### src/rtl/drv_imp_cal_pkg.sv
package drv_imp_cal_pkg;

   // Pad activity as reported by the output stage
   typedef enum logic [1:0] {
      DRV_HIZ  = 2'b00,
      DRV_LOW  = 2'b01,
      DRV_HIGH = 2'b10,
      DRV_UNK  = 2'b11
   } drv_state_t;

   // Which half of the driver a code controls
   typedef enum logic {
      SIDE_PU = 1'b0,
      SIDE_PD = 1'b1
   } side_t;

   localparam int unsigned NUM_SIDES = 2;

endpackage

### src/rtl/dic_interval_timer.sv
module dic_interval_timer #(
   parameter int unsigned INTERVAL = 1024
) (
   input  logic clk_i,
   input  logic rst_ni,
   output logic eval_o
);
   localparam int unsigned CNT_W = (INTERVAL > 2) ? $clog2(INTERVAL) : 1;
   localparam logic [CNT_W-1:0] LAST = CNT_W'(INTERVAL - 1);
   localparam logic [CNT_W-1:0] ONE  = CNT_W'(1);
   localparam bit IS_POW2 = (INTERVAL == (1 << CNT_W));

   if (INTERVAL < 2) begin : g_bad_interval
      $error("INTERVAL must be at least 2");
   end

   logic [CNT_W-1:0] cnt_q;

   if (IS_POW2) begin : g_wrap
      // power of two: the counter wraps by itself
      always_ff @(posedge clk_i) begin
         if (!rst_ni) cnt_q <= '0;
         else         cnt_q <= cnt_q + ONE;
      end
      assign eval_o = &cnt_q;
   end else begin : g_cmp
      always_ff @(posedge clk_i) begin
         if (!rst_ni)            cnt_q <= '0;
         else if (cnt_q == LAST) cnt_q <= '0;
         else                    cnt_q <= cnt_q + ONE;
      end
      assign eval_o = (cnt_q == LAST);
   end
endmodule

### src/rtl/dic_code_stepper.sv
module dic_code_stepper #(
   parameter int unsigned CODE_W = 6
) (
   input  logic              clk_i,
   input  logic              rst_ni,
   input  logic              eval_i,
   input  logic              inc_i,
   input  logic              dec_i,
   output logic [CODE_W-1:0] tgt_o
);
   localparam logic [CODE_W-1:0] MID  = {1'b1, {(CODE_W-1){1'b0}}};
   localparam logic [CODE_W-1:0] MAXC = '1;
   localparam logic [CODE_W-1:0] MINC = '0;
   localparam logic [CODE_W-1:0] ONE  = CODE_W'(1);

   logic              up_ok, dn_ok;
   logic [CODE_W-1:0] tgt_q;

   assign up_ok = inc_i && !dec_i && (tgt_q != MAXC);
   assign dn_ok = dec_i && !inc_i && (tgt_q != MINC);

   always_ff @(posedge clk_i) begin
      if (!rst_ni) begin
         tgt_q <= MID;
      end else if (eval_i) begin
         if (up_ok)      tgt_q <= tgt_q + ONE;
         else if (dn_ok) tgt_q <= tgt_q - ONE;
      end
   end

   assign tgt_o = tgt_q;
endmodule

### src/rtl/dic_apply_gate.sv
module dic_apply_gate
   import drv_imp_cal_pkg::*;
#(
   parameter int unsigned CODE_W = 6,
   parameter side_t       SIDE   = SIDE_PU
) (
   input  logic              clk_i,
   input  logic              rst_ni,
   input  drv_state_t        state_i,
   input  logic [CODE_W-1:0] tgt_i,
   output logic [CODE_W-1:0] code_o
);
   localparam logic [CODE_W-1:0] MID = {1'b1, {(CODE_W-1){1'b0}}};

   logic              idle;
   logic [CODE_W-1:0] code_q;

   if (SIDE == SIDE_PU) begin : g_pu
      // pull-up bank is off while the pad is low or floating
      assign idle = (state_i == DRV_HIZ) || (state_i == DRV_LOW);
   end else begin : g_pd
      // pull-down bank is off while the pad is high or floating
      assign idle = (state_i == DRV_HIZ) || (state_i == DRV_HIGH);
   end

   always_ff @(posedge clk_i) begin
      if (!rst_ni)   code_q <= MID;
      else if (idle) code_q <= tgt_i;
   end

   assign code_o = code_q;
endmodule

### src/rtl/drv_imp_cal.sv
module drv_imp_cal
   import drv_imp_cal_pkg::*;
#(
   parameter int unsigned CODE_W        = 6,
   parameter int unsigned EVAL_INTERVAL = 1024
) (
   input  logic              clk_i,
   input  logic              rst_ni,
   input  logic              pu_inc_i,
   input  logic              pu_dec_i,
   input  logic              pd_inc_i,
   input  logic              pd_dec_i,
   input  logic [1:0]        drv_state_i,
   output logic [CODE_W-1:0] pu_code_o,
   output logic [CODE_W-1:0] pd_code_o
);
   if (CODE_W < 2 || CODE_W > 16) begin : g_bad_width
      $error("CODE_W must lie in 2..16");
   end

   logic                            eval;
   drv_state_t                      state;
   logic [NUM_SIDES-1:0]            inc_v, dec_v;
   logic [NUM_SIDES-1:0][CODE_W-1:0] tgt_v, code_v;
   logic [CODE_W-1:0]               pu_tgt, pd_tgt;

   assign state = drv_state_t'(drv_state_i);
   assign inc_v = {pd_inc_i, pu_inc_i};
   assign dec_v = {pd_dec_i, pu_dec_i};

   dic_interval_timer #(
      .INTERVAL(EVAL_INTERVAL)
   ) i_timer (
      .clk_i (clk_i),
      .rst_ni(rst_ni),
      .eval_o(eval)
   );

   for (genvar s = 0; s < NUM_SIDES; s++) begin : g_side
      dic_code_stepper #(
         .CODE_W(CODE_W)
      ) i_step (
         .clk_i (clk_i),
         .rst_ni(rst_ni),
         .eval_i(eval),
         .inc_i (inc_v[s]),
         .dec_i (dec_v[s]),
         .tgt_o (tgt_v[s])
      );

      dic_apply_gate #(
         .CODE_W(CODE_W),
         .SIDE  ((s == 0) ? SIDE_PU : SIDE_PD)
      ) i_gate (
         .clk_i  (clk_i),
         .rst_ni (rst_ni),
         .state_i(state),
         .tgt_i  (tgt_v[s]),
         .code_o (code_v[s])
      );
   end

   assign pu_tgt    = tgt_v[0];
   assign pd_tgt    = tgt_v[1];
   assign pu_code_o = code_v[0];
   assign pd_code_o = code_v[1];
endmodule

### config.mk
export PLATFORM = sky130hd
export DESIGN_NAME = drv_imp_cal
export DESIGN_NICKNAME = d
export VERILOG_FILES = /design/src/rtl/drv_imp_cal_pkg.sv /design/src/rtl/dic_interval_timer.sv /design/src/rtl/dic_code_stepper.sv /design/src/rtl/dic_apply_gate.sv /design/src/rtl/drv_imp_cal.sv
export SDC_FILE = /design/constraint.sdc
export NUM_CORES = 1
export LEC_CHECK = 0
export ABC_AREA = 1
export BUFFER_PORTS_ARGS = -buffer_cell sky130_fd_sc_hd__buf_4
export CAP_MARGIN = 15
export CORE_ASPECT_RATIO = 0.6
export CORE_MARGIN = 2
export CORE_UTILIZATION = 58
export CTS_CLUSTER_SIZE = 12
export DETAILED_ROUTE_END_ITERATION = 8
export GPL_TIMING_DRIVEN = 0
export PLACE_DENSITY = 0.8
export SLEW_MARGIN = 40
export SYNTH_ARGS = -nofsm -noshare
export SYNTH_HDL_FRONTEND = slang
export SYNTH_HIERARCHICAL = 1
export SYNTH_SLANG_ARGS = --single-unit
### constraint.sdc
create_clock -name clk_i -period 2.51 [get_ports clk_i]
set_input_delay 0.1255 -clock clk_i [delete_from_list [all_inputs] [get_ports clk_i]]
set_output_delay 0.1255 -clock clk_i [all_outputs]
set_load 0.05 [all_outputs]
==> results.txt, run 1 <==
STA classifies the critical path startpoint as a flip-flop. The async set-reset flop share out of synthesis came out at 0. The leading register cell type out of synthesis is dfxtp_1.

The fraction of final layout cells sized beyond drive strength 1 works out to 0.190. The logs give 289 for the gate count of the mapped netlist and 1.11 nW for the cell leakage power. The run gives 7.51 ps as the largest clock skew in the final design.

The detail route stage leaves a number of antenna-violating nets equal to 0. Routability-driven placement finished with a final weighted congestion of 0.842. After clock tree synthesis, the clock-pin slew on the worst setup and hold paths is 70 ps. The tools report the clock share of power as 0.362. The overall fraction of global-route tracks in use is 0.225. The transition at the pin with the smallest max-transition slack was 837 ps. The final routed wirelength across all metal layers was 3.92 mm. The area growth from synthesis to layout is 14.7%. The highest metal layer with signal wires was met4. The flow ran to the end, and the final reports show no timing, DRC or antenna violations. Wire segments on met3 add up to 214 um in the final route.

The highest ir drop seen on vdd was 420 uV. The clock net in this run drives a total of 34 sinks. The cell chosen for the clock root was clkbuf_8. After synthesis the cells add up to 2000 um^2. For the detailed-routing wirelength on met1, the log shows 2.08 mm. Counting flops and latches in the post-synthesis netlist gives 34. The clock passes through at most 2 buffers. The wire-length estimate of the detail-placed layout is 3.04 mm.

In this run the power spent charging and discharging nets is 0.000300 W. Once layout is done, the placed cells without fillers occupy 2290 um^2. The number of hold-slack violations in the final timing report was 0; the overall via count from detail_route was 1754. The filler cells instantiated in the layout total 290.

For the worst setup path, the data required time is 2670 ps. The number of port buffers was 19; the count of final setup violators was 0. The via count of the first global-routing pass is 1565. The minimum clock period is 2010 ps, and the via-per-instance ratio is 4.86. The tools report the worst-skew pair later-pin latency as 280 ps. A synthesized cell averages 6.92 um^2.

Along the worst path, the maximum fanout reaches 7. Power density normalized to cell area: 492 nW/um^2. TritonCTS built the clock tree. The run gives 0 as the number of antenna violations at the first check in global routing.

The worst hold path belongs to the class input pin to flip-flop. Combinational share of power: 0.140. After detailed routing, the number of remaining DRC violations is 0. The tools report the type of destination of the critical path as a flip-flop. The floorplan step defined a die boundary enclosing 3950 um^2. The tools report the number of iterations in the first detailed-routing pass as 4.

After detailed routing, the average wire length per cell comes to 10.9 um. The share of the core filled with cells is 0.699. The floorplan step defined a core boundary enclosing 3280 um^2. From bottom edge to top edge, the die measures 49.5 um. The total overflow left after global routing is 0. The first global-routing pass estimated 7.00 mm of wire. The net count of the finished layout is 334. The total met2 wirelength after detailed routing is 1.62 mm, and the internal power consumption is 0.000829 W. The worst relative slew slack is 0.440, and the max-slew violation total from the final report is 0.

For the worst hold slack, the log shows 112 ps. The share of the clock period used by the worst path after layout works out to 0.801. The synthesized netlist contains 24 unique library cells.

The hold-fix buffer count after cts was 0. For the worst setup path, the data arrival time is 2170 ps. Post-CTS timing repair inserted 0 buffers for setup. In this run, the number of DRC markers left after iteration 0 of detailed routing was 74. The switching fraction of total power is 0.266.

The largest net degree at the start of global routing was 26; the number of gates given a new drive strength after cts was 0. Setup repair after global routing left no endpoint under its margin. In this run, CTS created clock tree buffers numbering 5. For the cell area reported after detailed placement, the log shows 2200 um^2. Max-cap violations in this run came to 0. The floorplan has 16 rows. The tools report the number of synthesis warnings as 6. The tools report the count of H-tree levels built during CTS as 2. Synthesis produced a netlist with a net count of 308. Number of flops mapped to enable cells by yosys: 0.

The width of the die is 79.8 um, and the starting density of the core is 0.609. The repair_antennas step left the layout with diodes totalling 0. Critical setup path kind: flip-flop to flip-flop. The share of synthesized area occupied by flip-flops and latches is 0.340. The part of the total power dissipated in sequential elements was 0.498.

The tools report the total I/O pin count as 20. The logs give 0 ps for the aggregate negative setup slack and 0.497 GHz for the top achievable clock speed.
==> per-stage QoR <==
stage | total power, W | instances | setup WS, ps
finish | 0.00113 | 361 | 499
floorplan | 0.000686 | 289 | 763
global route | 0.00119 | 361 | 252
global placement | 0.000727 | 353 | 560
CTS | 0.00114 | 361 | 505
detailed placement | 0.000732 | 353 | 539
==> layout by cell type (no fill, tap or decap), drive strengths merged <==
master | synthesis | final
a21oi | 9 | 9
buf | 3 | 22
clkbuf | 0 | 6
clkinv | 0 | 1
clkinvlp | 0 | 1
dfxtp | 34 | 34
fa | 2 | 2
ha | 9 | 9
inv | 39 | 39
nand2 | 88 | 88
nand3 | 18 | 18
nand3b | 2 | 2
nand4 | 2 | 2
nor2 | 66 | 66
nor3 | 2 | 2
o21ai | 10 | 10
xnor2 | 1 | 1
xor2 | 4 | 4
==> cells by family (layout without fill, tap and decap cells) <==
kind of cell	after synthesis	after routing	synth area share
flops	34	34	0.340
simple gates	178	178	0.422
compound gates	19	19	0.0476
xor+xnor	5	5	0.0219
buf+inv	42	69	0.0920
fa+ha+maj	11	11	0.0763
==> layer usage <==
metal	GRT usage	vias to the layer above
li1	-	952
met1	0.324	760
met2	0.332	39
met3	0.0696	3
met4	0.0508	0
met5	0	-
==> final cells by class <==
class,count,area [um^2],area share
Clock inverter,2,12.5,0.00546
Multi-Input combinational cell,213,1130,0.495
Timing Repair Buffer,19,143,0.0622
Inverter,39,156,0.0682
Clock buffer,6,82.6,0.0360
Tap cell,45,56.3,0.0245
Buffer,3,27.5,0.0120
Sequential cell,34,681,0.297
==> cell usage after synthesis (3+ instances only) <==
master | number | share of area
ha_1 | 9 | 0.056
xor2_1 | 4 | 0.018
nand2_4 | 4 | 0.023
inv_1 | 37 | 0.069
nand3_1 | 16 | 0.040
nand2_2 | 6 | 0.019
nor2_1 | 52 | 0.098
nor2_4 | 3 | 0.017
a21oi_1 | 9 | 0.023
o21ai_1 | 8 | 0.020
dfxtp_1 | 34 | 0.34
nand2_1 | 76 | 0.14
nor2_2 | 11 | 0.034
==> path summary, 6_finish.rpt <==
kind / start / to / slack, ps / depth (start not counted)
setup / recovery: g_side[1].i_step/tgt_o[0] / g_side[1].i_step/tgt_o[5] / 500 / 13
hold / removal: drv_state_i[1] / g_side[0].i_gate/code_o[2] / 110 / 4
setup reg to reg: g_side[1].i_step/tgt_o[0] / g_side[1].i_step/tgt_o[5] / 500 / 13
hold reg to reg: g_side[0].i_gate/code_o[5] / g_side[0].i_gate/code_o[5] / 470 / 2
==> worst max-delay path, cell delays in order (launching register included) <==
cell and delay [ps]:
dfxtp_1 490, nand2_1 110, nor2_2 120, nand2_2 70, nand2_4 120, ha_1 280, a21oi_1 190, nand2_1 70
nor2_1 120, inv_1 50, nand2_1 60, nand2_1 70, nand2_1 60, nand3_1 60
==> registers in the layout (all words and copies together) (netlist names) <==
signal / cells
i_timer/cnt_q: 10
g_side.i_gate/code_o: 12
g_side.i_step/tgt_o: 12
==> power groups by stage <==
stage	Clock (W)	Sequential, W	Combinational [W]
finish	0.000409	0.000562	0.000158
global route	0.000450	0.000563	0.000175
CTS	0.000418	0.000562	0.000159
detailed placement	0	0.000574	0.000158
global placement	0	0.000573	0.000154
floorplan	0	0.000605	0.0000806
Power figures use the tool's default switching activity.
==> run 2: changes to the inputs <==
--- a/config.mk
+++ b/config.mk
@@ -10,11 +10,11 @@
 export CAP_MARGIN = 15
 export CORE_ASPECT_RATIO = 0.6
 export CORE_MARGIN = 2
-export CORE_UTILIZATION = 58
+export CORE_UTILIZATION = 53
 export CTS_CLUSTER_SIZE = 12
 export DETAILED_ROUTE_END_ITERATION = 8
 export GPL_TIMING_DRIVEN = 0
-export PLACE_DENSITY = 0.8
+export PLACE_DENSITY = 0.77
 export SLEW_MARGIN = 40
 export SYNTH_ARGS = -nofsm -noshare
 export SYNTH_HDL_FRONTEND = slang
==> constraint.sdc (replaced) <==
create_clock -name clk_i -period 1.7 [get_ports clk_i]
set_input_delay 0.085 -clock clk_i [delete_from_list [all_inputs] [get_ports clk_i]]
set_output_delay 0.085 -clock clk_i [all_outputs]
set_load 0.05 [all_outputs]
==> run 2 against run 1 <==
Net effect:
- the run now ends with setup timing left
- largest cell class unchanged
- sequential share of layout area down 3.6 points
- sequential power up 44%
- register-to-register slack worse by 570 ps
- clock power up 83%
==> results.txt, run 2 (synthesis results as in run 1) <==
Dividing total power by cell area gives a power density of 663 nW/um^2. The width of the die is 83.3 um. For the via count of the first global-routing pass, the log shows 1718. The tree is rooted in a clkbuf_8.

Dividing the detail-routed wire length by the instance count gives 13.7 um. Highest ir drop seen on vdd: 552 uV. TritonCTS built the clock tree. Global routing finished with a remaining overflow of 0. The critical path starts at g_side[1].i_step/tgt_o[1]. The checks that failed: setup timing. The starting density of the core came out at 0.550. The final routed wirelength across all metal layers was 5.31 mm. During I/O placement, the number of pins put on the boundary was 20. After floorplanning, the core was sized to cover 3640 um^2. The logs give 0 for the hold-fix buffer count after cts and 0.767 for the share of the core filled with cells. The number of iterations in the first detailed-routing pass is 5. The total chip power was 0.00185 W; the clock edge transition at the registers on the reported setup and hold paths was 70 ps. For the data required time of the critical path, the log shows 1860 ps. The worst hold path was traced through 4 stages. The logs give 0 for the total inserted antenna cells and 0 for the number of hold-slack violations in the final timing report. The capture instance of the worst register-to-register path was g_side[1].i_step/tgt_o[5]. The largest net degree at the start of global routing is 26. The clock reaches the later pin of the worst-skew pair after 280 ps.

Port buffering added 19 buffers. The flow ran to the end, but the final reports show violations. Setup repair after global routing could not meet its margin everywhere.

For the count of final setup violators, the log shows 5. In this run, placement finished with an instance count of 355. The H-tree was split into 2 levels. The overall fraction of global-route tracks in use is 0.238, and the number of antenna violations at the first check in global routing is 0. The first global-routing pass estimated 8.05 mm of wire. The most frequent standard cell in the layout excluding fill and tap cells was nand2_1.

The routed layout has 1948 vias. The minimum clock period is 1770 ps. The fraction of final layout cells sized beyond drive strength 1 is 0.402. The worst register-to-register path begins at g_side[1].i_step/tgt_o[1]. Across the routed clock network, the largest skew measured is 7.80 ps.

The logs give 0.877 for the final estimated routing congestion in global placement and 2.91 mm for the detailed-placement wirelength estimate. The transition at the pin with the smallest max-transition slack is 263 ps. By startpoint and endpoint, the worst setup path is classified as flip-flop to flip-flop. The worst register-to-register path has a setup slack of -70 ps. Clock tree synthesis inserted a total of 5 buffers. In this run the vertical extent of the chip is 51.6 um.

The top achievable clock speed is 0.564 GHz. The run gives 0 as the max-slew violation total from the final report. In the final timing run, aggregate negative setup slack is -235 ps. Hold is met by 65.3 ps. The worst setup path is launched from a flip-flop. The path with the worst hold slack has its endpoint at g_side[0].i_gate/code_o[3]. For the number of standard cells in the layout, taps in and fillers out, the log shows 388. After detailed routing, the number of vias per cell comes to 5.02. For this run, design rule violations remaining after detail routing come to 0.

DRC violation total after the first TritonRoute iteration: 107. The area growth from synthesis to layout is 39.5%. STA puts the critical path data arrival time at 1930 ps.

The worst relative slew slack is 0.825, and the logic depth of the worst register-to-register path is 15. In the final design database the tool counted 360 nets. The floorplan has 17 rows.

Summed over all cells, the static leakage comes to 1.28 nW. In this run the remaining antenna-violating nets after routing total 0. Across the run, the number of max-cap violations was 0. The floorplan step defined a die boundary enclosing 4300 um^2.

Of all nets on the critical path, the largest fanout is 7. Share of the clock period used by the worst path after layout: 1.04. The run gives -73.0 ps as the setup slack of the critical path after layout. Counting every sink on the clock net gives 34.

The start point of the worst hold path was drv_state_i[1]. Type of destination of the critical path: a flip-flop. The top cell types in the final layout, fill and taps aside, are 59 x nand2_1, 49 x nor2_1, 40 x buf_4.

Path type of the worst min-delay path: input pin to flip-flop. The clock passes through at most 2 buffers.
==> run 2: cell count changes in the layout (fill, tap and decap cells not counted), sizes merged <==
cell | before | now
clkinvlp | 1 | 0
bufinv | 0 | 1
clkinv | 1 | 0
buf | 22 | 48
==> run 2: critical path, stage by stage, from the launching register on <==
cell and delay [ps]:
dfxtp_4 350, nand2_2 50, nor2_2 110, nand2_2 90
nand2_4 150, ha_4 250, nand2_2 70, nand2_2 60
nand2_1 50, nand2_1 50, nor2_2 130, inv_1 50
nand2_1 60, nand2_1 60, nand2_1 60, nand3_1 50
==> run 2: what timing repair did <==
action,4_1_cts,5_1_grt
buffers inserted,17,9
hold endpoints to repair,0,0
pin swaps,9,26
gates resized for setup,39,31
endpoints found under the setup margin,12,12
==> run 2: layout make-up <==
cell class	instances	area, um^2
inverter	39	156
buffer	3	27.5
tap	47	58.8
multi-input combinational	213	1340
clock inverter	1	30.0
timing repair buffer	45	365
sequential	34	727
clock buffer	6	82.6
fill	250	848
==> run 2: metal layers <==
metal,vias up,wire (um),GRT usage
met5,-,0,0
met4,0,39,0.0574
met3,6,245,0.0492
met2,57,2470,0.359
met1,895,2550,0.351
li1,990,-,-
==> run 2: per-stage QoR <==
step	instance area, um^2	setup slack, ps
global route	2790	-162
finish	2790	-73.0
detailed placement	2210	-276
global placement	2210	-241
floorplan	2000	7.11
CTS	2600	-30.1
==> run 2: how the worst max path moves through the flow <==
| stage | to | slack [ps] |
|---|---|---|
| CTS | g_side[1].i_step/tgt_o[5] | -30 |
| global placement | g_side[0].i_step/tgt_o[5] | -240 |
| floorplan | g_side[0].i_step/tgt_o[5] | 7 |
| global route | g_side[0].i_step/tgt_o[5] | -160 |
| detailed placement | g_side[0].i_step/tgt_o[5] | -280 |
| finish | g_side[1].i_step/tgt_o[5] | -70 |
==> run 2: power by group <==
group          total, W  switching [W]  leakage (nW)  internal, W
clock network  0.000750       0.000281        0.0573     0.000469
logic          0.000288       0.000174         0.935     0.000113
registers      0.000810      0.0000126         0.285     0.000798
total           0.00185       0.000468          1.28      0.00138
